===== src/rtl/pwm_pkg.sv =====
package pwm_pkg;

  // Register addresses of the write port
  localparam logic [1:0] ADDR_MODE   = 2'd0;
  localparam logic [1:0] ADDR_PERIOD = 2'd1;
  localparam logic [1:0] ADDR_DUTY   = 2'd2;
  localparam logic [1:0] ADDR_DIV    = 2'd3;

  localparam int SRC_W = 4;

  // Mode fields in bit order of the mode register
  typedef struct packed {
    logic             pol;     // bit 5: start level
    logic             center;  // bit 4: center alignment
    logic [SRC_W-1:0] src;     // bits 3:0: tick source
  } mode_t;

  localparam mode_t MODE_RESET = '{pol: 1'b0, center: 1'b0, src: '0};

endpackage


===== src/rtl/pwm_lin_div.sv =====
module pwm_lin_div #(
  parameter int DIV_W = 8
) (
  input  logic             clk,
  input  logic             rst_n,
  input  logic             run,
  input  logic [DIV_W-1:0] ratio,
  output logic             tick
);
  localparam logic [DIV_W-1:0] ONE = DIV_W'(1);

  logic [DIV_W-1:0] cnt_q;
  logic             live;

  assign live = run && (ratio != '0);
  assign tick = live && (cnt_q == ratio - ONE);

  always_ff @(posedge clk or negedge rst_n) begin
    if (!rst_n)      cnt_q <= '0;
    else if (!live)  cnt_q <= '0;
    else if (tick)   cnt_q <= '0;
    else             cnt_q <= cnt_q + ONE;
  end
endmodule


===== src/rtl/pwm_tick_gen.sv =====
module pwm_tick_gen #(
  parameter int DIV_W = 8,
  parameter int PRE_N = 11
) (
  input  logic                    clk,
  input  logic                    rst_n,
  input  logic                    run,
  input  logic [pwm_pkg::SRC_W-1:0] src,
  input  logic [DIV_W-1:0]        div_a,
  input  logic [DIV_W-1:0]        div_b,
  output logic                    tick
);
  localparam int PC_W   = PRE_N - 1;
  localparam int N_LIN  = 2;

  logic [PC_W-1:0]  pc_q;
  logic [PRE_N-1:0] tap;
  logic [N_LIN-1:0] lin_tick;
  logic [DIV_W-1:0] ratio [N_LIN];

  assign ratio[0] = div_a;
  assign ratio[1] = div_b;

  // Free-running prescale counter, held at zero while stopped
  always_ff @(posedge clk or negedge rst_n) begin
    if (!rst_n)    pc_q <= '0;
    else if (!run) pc_q <= '0;
    else           pc_q <= pc_q + PC_W'(1);
  end

  // Tap k fires once every 2^k cycles
  for (genvar k = 0; k < PRE_N; k++) begin : g_tap
    if (k == 0) begin : g_first
      assign tap[k] = 1'b1;
    end else begin : g_rest
      assign tap[k] = &pc_q[k-1:0];
    end
  end

  for (genvar d = 0; d < N_LIN; d++) begin : g_lin
    pwm_lin_div #(.DIV_W(DIV_W)) u_div (
      .clk   (clk),
      .rst_n (rst_n),
      .run   (run),
      .ratio (ratio[d]),
      .tick  (lin_tick[d])
    );
  end

  always_comb begin
    tick = 1'b0;
    if (run) begin
      if (int'(src) < PRE_N)           tick = tap[src];
      else if (int'(src) == PRE_N)     tick = lin_tick[0];
      else if (int'(src) == PRE_N + 1) tick = lin_tick[1];
      else                             tick = 1'b0;
    end
  end
endmodule


===== src/rtl/pwm_period_ctr.sv =====
module pwm_period_ctr #(
  parameter int CNT_W = 16
) (
  input  logic             clk,
  input  logic             rst_n,
  input  logic             run,
  input  logic             tick,
  input  logic             center,
  input  logic [CNT_W-1:0] period_sh,
  input  logic [CNT_W-1:0] duty_sh,
  output logic [CNT_W-1:0] cnt,
  output logic             dir_down,
  output logic             boundary,
  output logic [CNT_W-1:0] period_act,
  output logic [CNT_W-1:0] duty_act
);
  localparam logic [CNT_W-1:0] ONE = CNT_W'(1);

  // Period of zero behaves as one
  function automatic logic [CNT_W-1:0] eff_period(input logic [CNT_W-1:0] p);
    return (p == '0) ? ONE : p;
  endfunction

  logic [CNT_W-1:0] top_val;
  logic             at_top;

  assign top_val  = eff_period(period_act) - ONE;
  assign at_top   = (cnt >= top_val);
  assign boundary = run && tick && (center ? (dir_down && cnt == '0) : at_top);

  always_ff @(posedge clk or negedge rst_n) begin
    if (!rst_n) begin
      cnt        <= '0;
      dir_down   <= 1'b0;
      period_act <= '0;
      duty_act   <= '0;
    end else if (!run) begin
      cnt        <= '0;
      dir_down   <= 1'b0;
      period_act <= period_sh;
      duty_act   <= duty_sh;
    end else if (tick) begin
      if (boundary) begin
        cnt        <= '0;
        dir_down   <= 1'b0;
        period_act <= period_sh;
        duty_act   <= duty_sh;
      end else if (!center) begin
        cnt      <= cnt + ONE;
        dir_down <= 1'b0;
      end else if (!dir_down) begin
        if (at_top) dir_down <= 1'b1;
        else        cnt      <= cnt + ONE;
      end else begin
        cnt <= cnt - ONE;
      end
    end
  end
endmodule


===== src/rtl/pwm_chan_gen.sv =====
module pwm_chan_gen #(
  parameter int CNT_W  = 16,
  parameter int DIV_W  = 8,
  parameter int PRE_N  = 11,
  parameter int DATA_W = 16
) (
  input  logic              clk,
  input  logic              rst_n,
  input  logic              wr_en,
  input  logic [1:0]        wr_addr,
  input  logic [DATA_W-1:0] wr_data,
  input  logic              ch_en,
  output logic              wave
);
  import pwm_pkg::*;

  localparam int MODE_W = $bits(mode_t);

  mode_t            mode_q;
  logic [CNT_W-1:0] period_sh;
  logic [CNT_W-1:0] duty_sh;
  logic [DIV_W-1:0] div_a;
  logic [DIV_W-1:0] div_b;
  logic             unused_wr_bits;

  logic             tick;
  logic [CNT_W-1:0] cnt;
  logic             dir_down;
  logic             boundary;
  logic [CNT_W-1:0] period_act;
  logic [CNT_W-1:0] duty_act;

  assign unused_wr_bits = ^wr_data[DATA_W-1:MODE_W];

  always_ff @(posedge clk or negedge rst_n) begin
    if (!rst_n) begin
      mode_q    <= MODE_RESET;
      period_sh <= '0;
      duty_sh   <= '0;
      div_a     <= '0;
      div_b     <= '0;
    end else if (wr_en) begin
      unique case (wr_addr)
        ADDR_MODE:   mode_q    <= mode_t'(wr_data[MODE_W-1:0]);
        ADDR_PERIOD: period_sh <= wr_data[CNT_W-1:0];
        ADDR_DUTY:   duty_sh   <= wr_data[CNT_W-1:0];
        ADDR_DIV: begin
          div_a <= wr_data[DIV_W-1:0];
          div_b <= wr_data[2*DIV_W-1:DIV_W];
        end
        default: ;
      endcase
    end
  end

  pwm_tick_gen #(.DIV_W(DIV_W), .PRE_N(PRE_N)) u_tick (
    .clk   (clk),
    .rst_n (rst_n),
    .run   (ch_en),
    .src   (mode_q.src),
    .div_a (div_a),
    .div_b (div_b),
    .tick  (tick)
  );

  pwm_period_ctr #(.CNT_W(CNT_W)) u_ctr (
    .clk        (clk),
    .rst_n      (rst_n),
    .run        (ch_en),
    .tick       (tick),
    .center     (mode_q.center),
    .period_sh  (period_sh),
    .duty_sh    (duty_sh),
    .cnt        (cnt),
    .dir_down   (dir_down),
    .boundary   (boundary),
    .period_act (period_act),
    .duty_act   (duty_act)
  );

  // Start level inside the duty window, inverse outside, inactive when stopped
  assign wave = ch_en ? ((cnt < duty_act) ? mode_q.pol : ~mode_q.pol) : ~mode_q.pol;
endmodule


===== config.mk =====
export PLATFORM = sky130hd
export DESIGN_NAME = pwm_chan_gen
export DESIGN_NICKNAME = d
export VERILOG_FILES = /design/src/rtl/pwm_pkg.sv /design/src/rtl/pwm_lin_div.sv /design/src/rtl/pwm_tick_gen.sv /design/src/rtl/pwm_period_ctr.sv /design/src/rtl/pwm_chan_gen.sv
export SDC_FILE = /design/constraint.sdc
export NUM_CORES = 1
export LEC_CHECK = 0
export CORE_AREA = 2 2 118 120
export CTS_CLUSTER_SIZE = 30
export DETAILED_ROUTE_END_ITERATION = 8
export DIE_AREA = 0 0 120 122
export PLACE_DENSITY = 0.75
export SYNTH_ARGS = -nofsm -noshare
export SYNTH_HDL_FRONTEND = slang
export SYNTH_SLANG_ARGS = --single-unit

===== constraint.sdc =====
create_clock -name clk -period 9.6 [get_ports clk]
set_input_delay 1.92 -clock clk [delete_from_list [all_inputs] [get_ports clk]]
set_output_delay 1.92 -clock clk [all_outputs]
set_load 0.1 [all_outputs]

==> results.json <==
{
  "power_frac_clock": 0.291,
  "syn-num-nets": 745,
  "ys_ff_latch": 129,
  "status": "finished clean",
  "firstDrtPassIters": 4,
  "p_per_area_mw_per_mm2": 265.2,
  "leakage_nw": 3.544,
  "fin_nets": 763,
  "syn_area_sq_mm": 0.007183,
  "grt_overflow": 0,
  "h-tree-depth": 4,
  "rrSetupSlack_ps": 3680,
  "yosys_warnings": 0,
  "cts_hold_buf": 0,
  "pwr-share-seq": 0.395,
  "worst-setup-path-type": "input port to output port",
  "yosysSeqAreaShare": 0.4494,
  "clk_latency_ps": 420,
  "switching_power_uw": 743.9,
  "clock_path_buffers": 2,
  "timing.final.crit_share": 0.6941,
  "pwr-share-comb": 0.314,
  "grt_pass1_wl_um": 25610,
  "relSlewSlack": 0.3570,
  "skew_ps": 8.840,
  "start_util": 0.5319,
  "area_delta_synth_final_pct": 12.68,
  "finalHoldViolCount": 0,
  "synth_cells": 679,
  "antenna_found_initial": 0,
  "period_minus_slack_ps": 6664,
  "fmax_mhz": 150.1,
  "synth.area.top_cells": "dfrtp_1, mux2_2, ha_1",
  "final_common_cell": "dfrtp_1",
  "cp_slowest_cell": "clkdlybuf4s50_1",
  "tightest_slew_ps": 961.6,
  "dr_total_vias": 5207,
  "cts_made_buffers": 17,
  "crit_family": "buffers and inverters",
  "critPathBufInv": 3,
  "async_flop_share": 1.000,
  "cts_resized": 0,
  "layout-drive-gt1-share": 0.1653,
  "io_pins": 23,
  "stdcell_area_sq_mm": 0.008094,
  "cp_max_fo": 11,
  "yosysTopAreaCellShare": 0.4494,
  "clk_pin_slew_ps": 50,
  "p_sw_frac": 0.3466,
  "globalRouteTotalUtil": 0.2220,
  "max_stage_delay_ps": 1150,
  "cp.arrival_ps": 4740,
  "intPower_mw": 1.403,
  "num_antenna_cells": 0,
  "synth_ff_type": "dfrtp_1",
  "dp_hpwl_um": 10530,
  "via_per_inst": 5.864,
  "synth_cell_types": 60,
  "crit_required_ps": 7680,
  "startpoint_type": "input port",
  "worstSetupEndpointType": "output port",
  "r2r_cells": 20,
  "seq_area_sq_mm": 0.003228,
  "slew_viol_final": 0,
  "wl_per_cell_um": 17.05,
  "dieHeight_um": 122,
  "avgSynthCellArea_sq_um": 10.58,
  "drtIter0Drc": 339,
  "setup_viol": 0,
  "die_w_um": 120,
  "whs_path_depth": 2,
  "dieArea_sq_mm": 0.01464,
  "cpMostUsedCell": "clkdlybuf4s50_1",
  "postPlaceCellArea_sq_mm": 0.007521,
  "grt_max_degree": 72,
  "post_cts_buffers": 0,
  "irDropWorstVdd_mv": 0.1922,
  "crit_cells": 6,
  "core_area_sq_mm": 0.01350,
  "cts_tree": "done",
  "rows": 43,
  "min_path_type": "flip-flop to flip-flop",
  "synth_edf_count": 0,
  "routed_wl_um": 15140,
  "rsz0062_at_grt": "false",
  "first_global_vias": 5367,
  "synth_area_leader_cell": "dfrtp_1",
  "path_cells": "clkdlybuf4s50_1 -> inv_1 -> nor4_1 -> o21ai_0 -> xor2_1 -> clkdlybuf4s50_1",
  "multiInputGateArea_sq_mm": 0.003722,
  "drc_errors": 0,
  "detail-route-antenna-nets": 0,
  "gp_congestion": 0.8501,
  "drv_cap": 0,
  "finalSetupTns_ps": 0,
  "final_cell_mix": "dfrtp_1, mux2_2, nand2_1, ha_1, nor2_1",
  "cts.sinks": 129,
  "cts-root-buf": "clkbuf_16",
  "io_buffers": 22,
  "fill_cells": 1036
}
[metal layers]
metal	part of all wire	vias to the layer above	track usage
met2	0.49	114	0.3693
li1	-	2497	-
met3	0.045	29	0.05478
met4	0.021	0	0.08676
met5	0	-	0
met1	0.44	2567	0.2800
[final cells by class]
| type | instances | area share |
|---|---|---|
| Inverter | 30 | 0.01391 |
| Clock inverter | 5 | 0.009584 |
| Multi-Input combinational cell | 495 | 0.4599 |
| Clock buffer | 25 | 0.06122 |
| Sequential cell | 129 | 0.3988 |
| Timing Repair Buffer | 24 | 0.02875 |
| Tap cell | 180 | 0.02783 |
[registers in the layout, indices dropped and copies added (netlist names)]
register,cells
duty_sh,16
period_sh,16
u_ctr.cnt,16
u_ctr.duty_act,16
u_ctr.period_act,16
u_tick.g_lin.u_div.cnt_q,16
u_tick.pc_q,10
div_a,8
div_b,8
mode_q,6
u_ctr.dir_down,1
[per-stage QoR]
stage / total power, mW / setup WS, ps / cells / hold WS, ps / util
6_report: 2.147 / 2936 / 888 / 469.4 / 0.5994
5_1_grt: 2.292 / 2888 / 888 / 512.7 / 0.5994
4_1_cts: 2.155 / 2936 / 888 / 478.5 / 0.5994
3_5_place_dp: 1.515 / 2974 / 858 / 462.7 / 0.5569
3_3_place_gp: 1.475 / 3045 / 858 / 460.4 / 0.5569
2_1_floorplan: 1.333 / 3500 / 679 / 443.7 / -
[synth_stat cells (all sizes together) (8+ instances only)]
cell type / instances
nand2: 64
nand3: 19
and3: 11
dfrtp: 129
a21oi: 21
inv: 30
o31ai: 17
nor4: 10
clkbuf: 17
nor2: 39
a21o: 8
o21ai: 30
xnor2: 19
nor3: 12
buf: 8
or3: 10
mux2: 69
ha: 44
a2bb2oi: 14
xor2: 25
[worst reg2reg max path, stage by stage (launching register included)]
cell and delay [ps]:
dfrtp_1 430, nor4_1 480, or3b_2 540, nor4_1 270, nand2b_1 150, nor3_1 300, a21oi_1 190, ha_1 260
nand2_1 150, nor2_1 80, xnor2_1 130, ha_1 320, and4_1 230, o2111ai_1 120, a31oi_1 170, o21ai_0 180
a21oi_1 180, o22a_2 160, buf_4 520, or2_1 710, o21ai_0 220
[path summary, 6_finish.rpt]
path                                     start            endpoint
setup / recovery                         ch_en                wave
hold / removal                     duty_sh[14]  u_ctr.duty_act[14]
setup reg to reg           u_ctr.period_act[5]        u_ctr.cnt[1]
hold reg to reg                    duty_sh[14]  u_ctr.duty_act[14]
max in group asynchronous                rst_n  u_ctr.duty_act[15]
min in group asynchronous                rst_n   u_ctr.duty_act[1]
[cell families (layout without fill, tap and decap cells)]
group | Yosys count | count (layout) | share of synthesized area
adder cells (fa/ha/maj) | 44 | 44 | 0.07664
AND/OR/NAND/NOR | 212 | 212 | 0.1505
flip-flops | 129 | 129 | 0.4494
AO/OA/AOI/OAI | 125 | 125 | 0.1277
multiplexers | 70 | 70 | 0.1096
buffers and inverters | 55 | 84 | 0.03257
XOR/XNOR | 44 | 44 | 0.05365
[power groups by stage]
stage | combinational (mW) | sequential [mW] | clock, mW
after floorplan | 0.549 | 0.784 | 0
after global placement | 0.630 | 0.844 | 0
after detailed placement | 0.663 | 0.852 | 0
after CTS | 0.676 | 0.845 | 0.633
after global routing | 0.758 | 0.872 | 0.663
final | 0.673 | 0.848 | 0.625
Note: power is estimated with default switching activity, not from simulation.
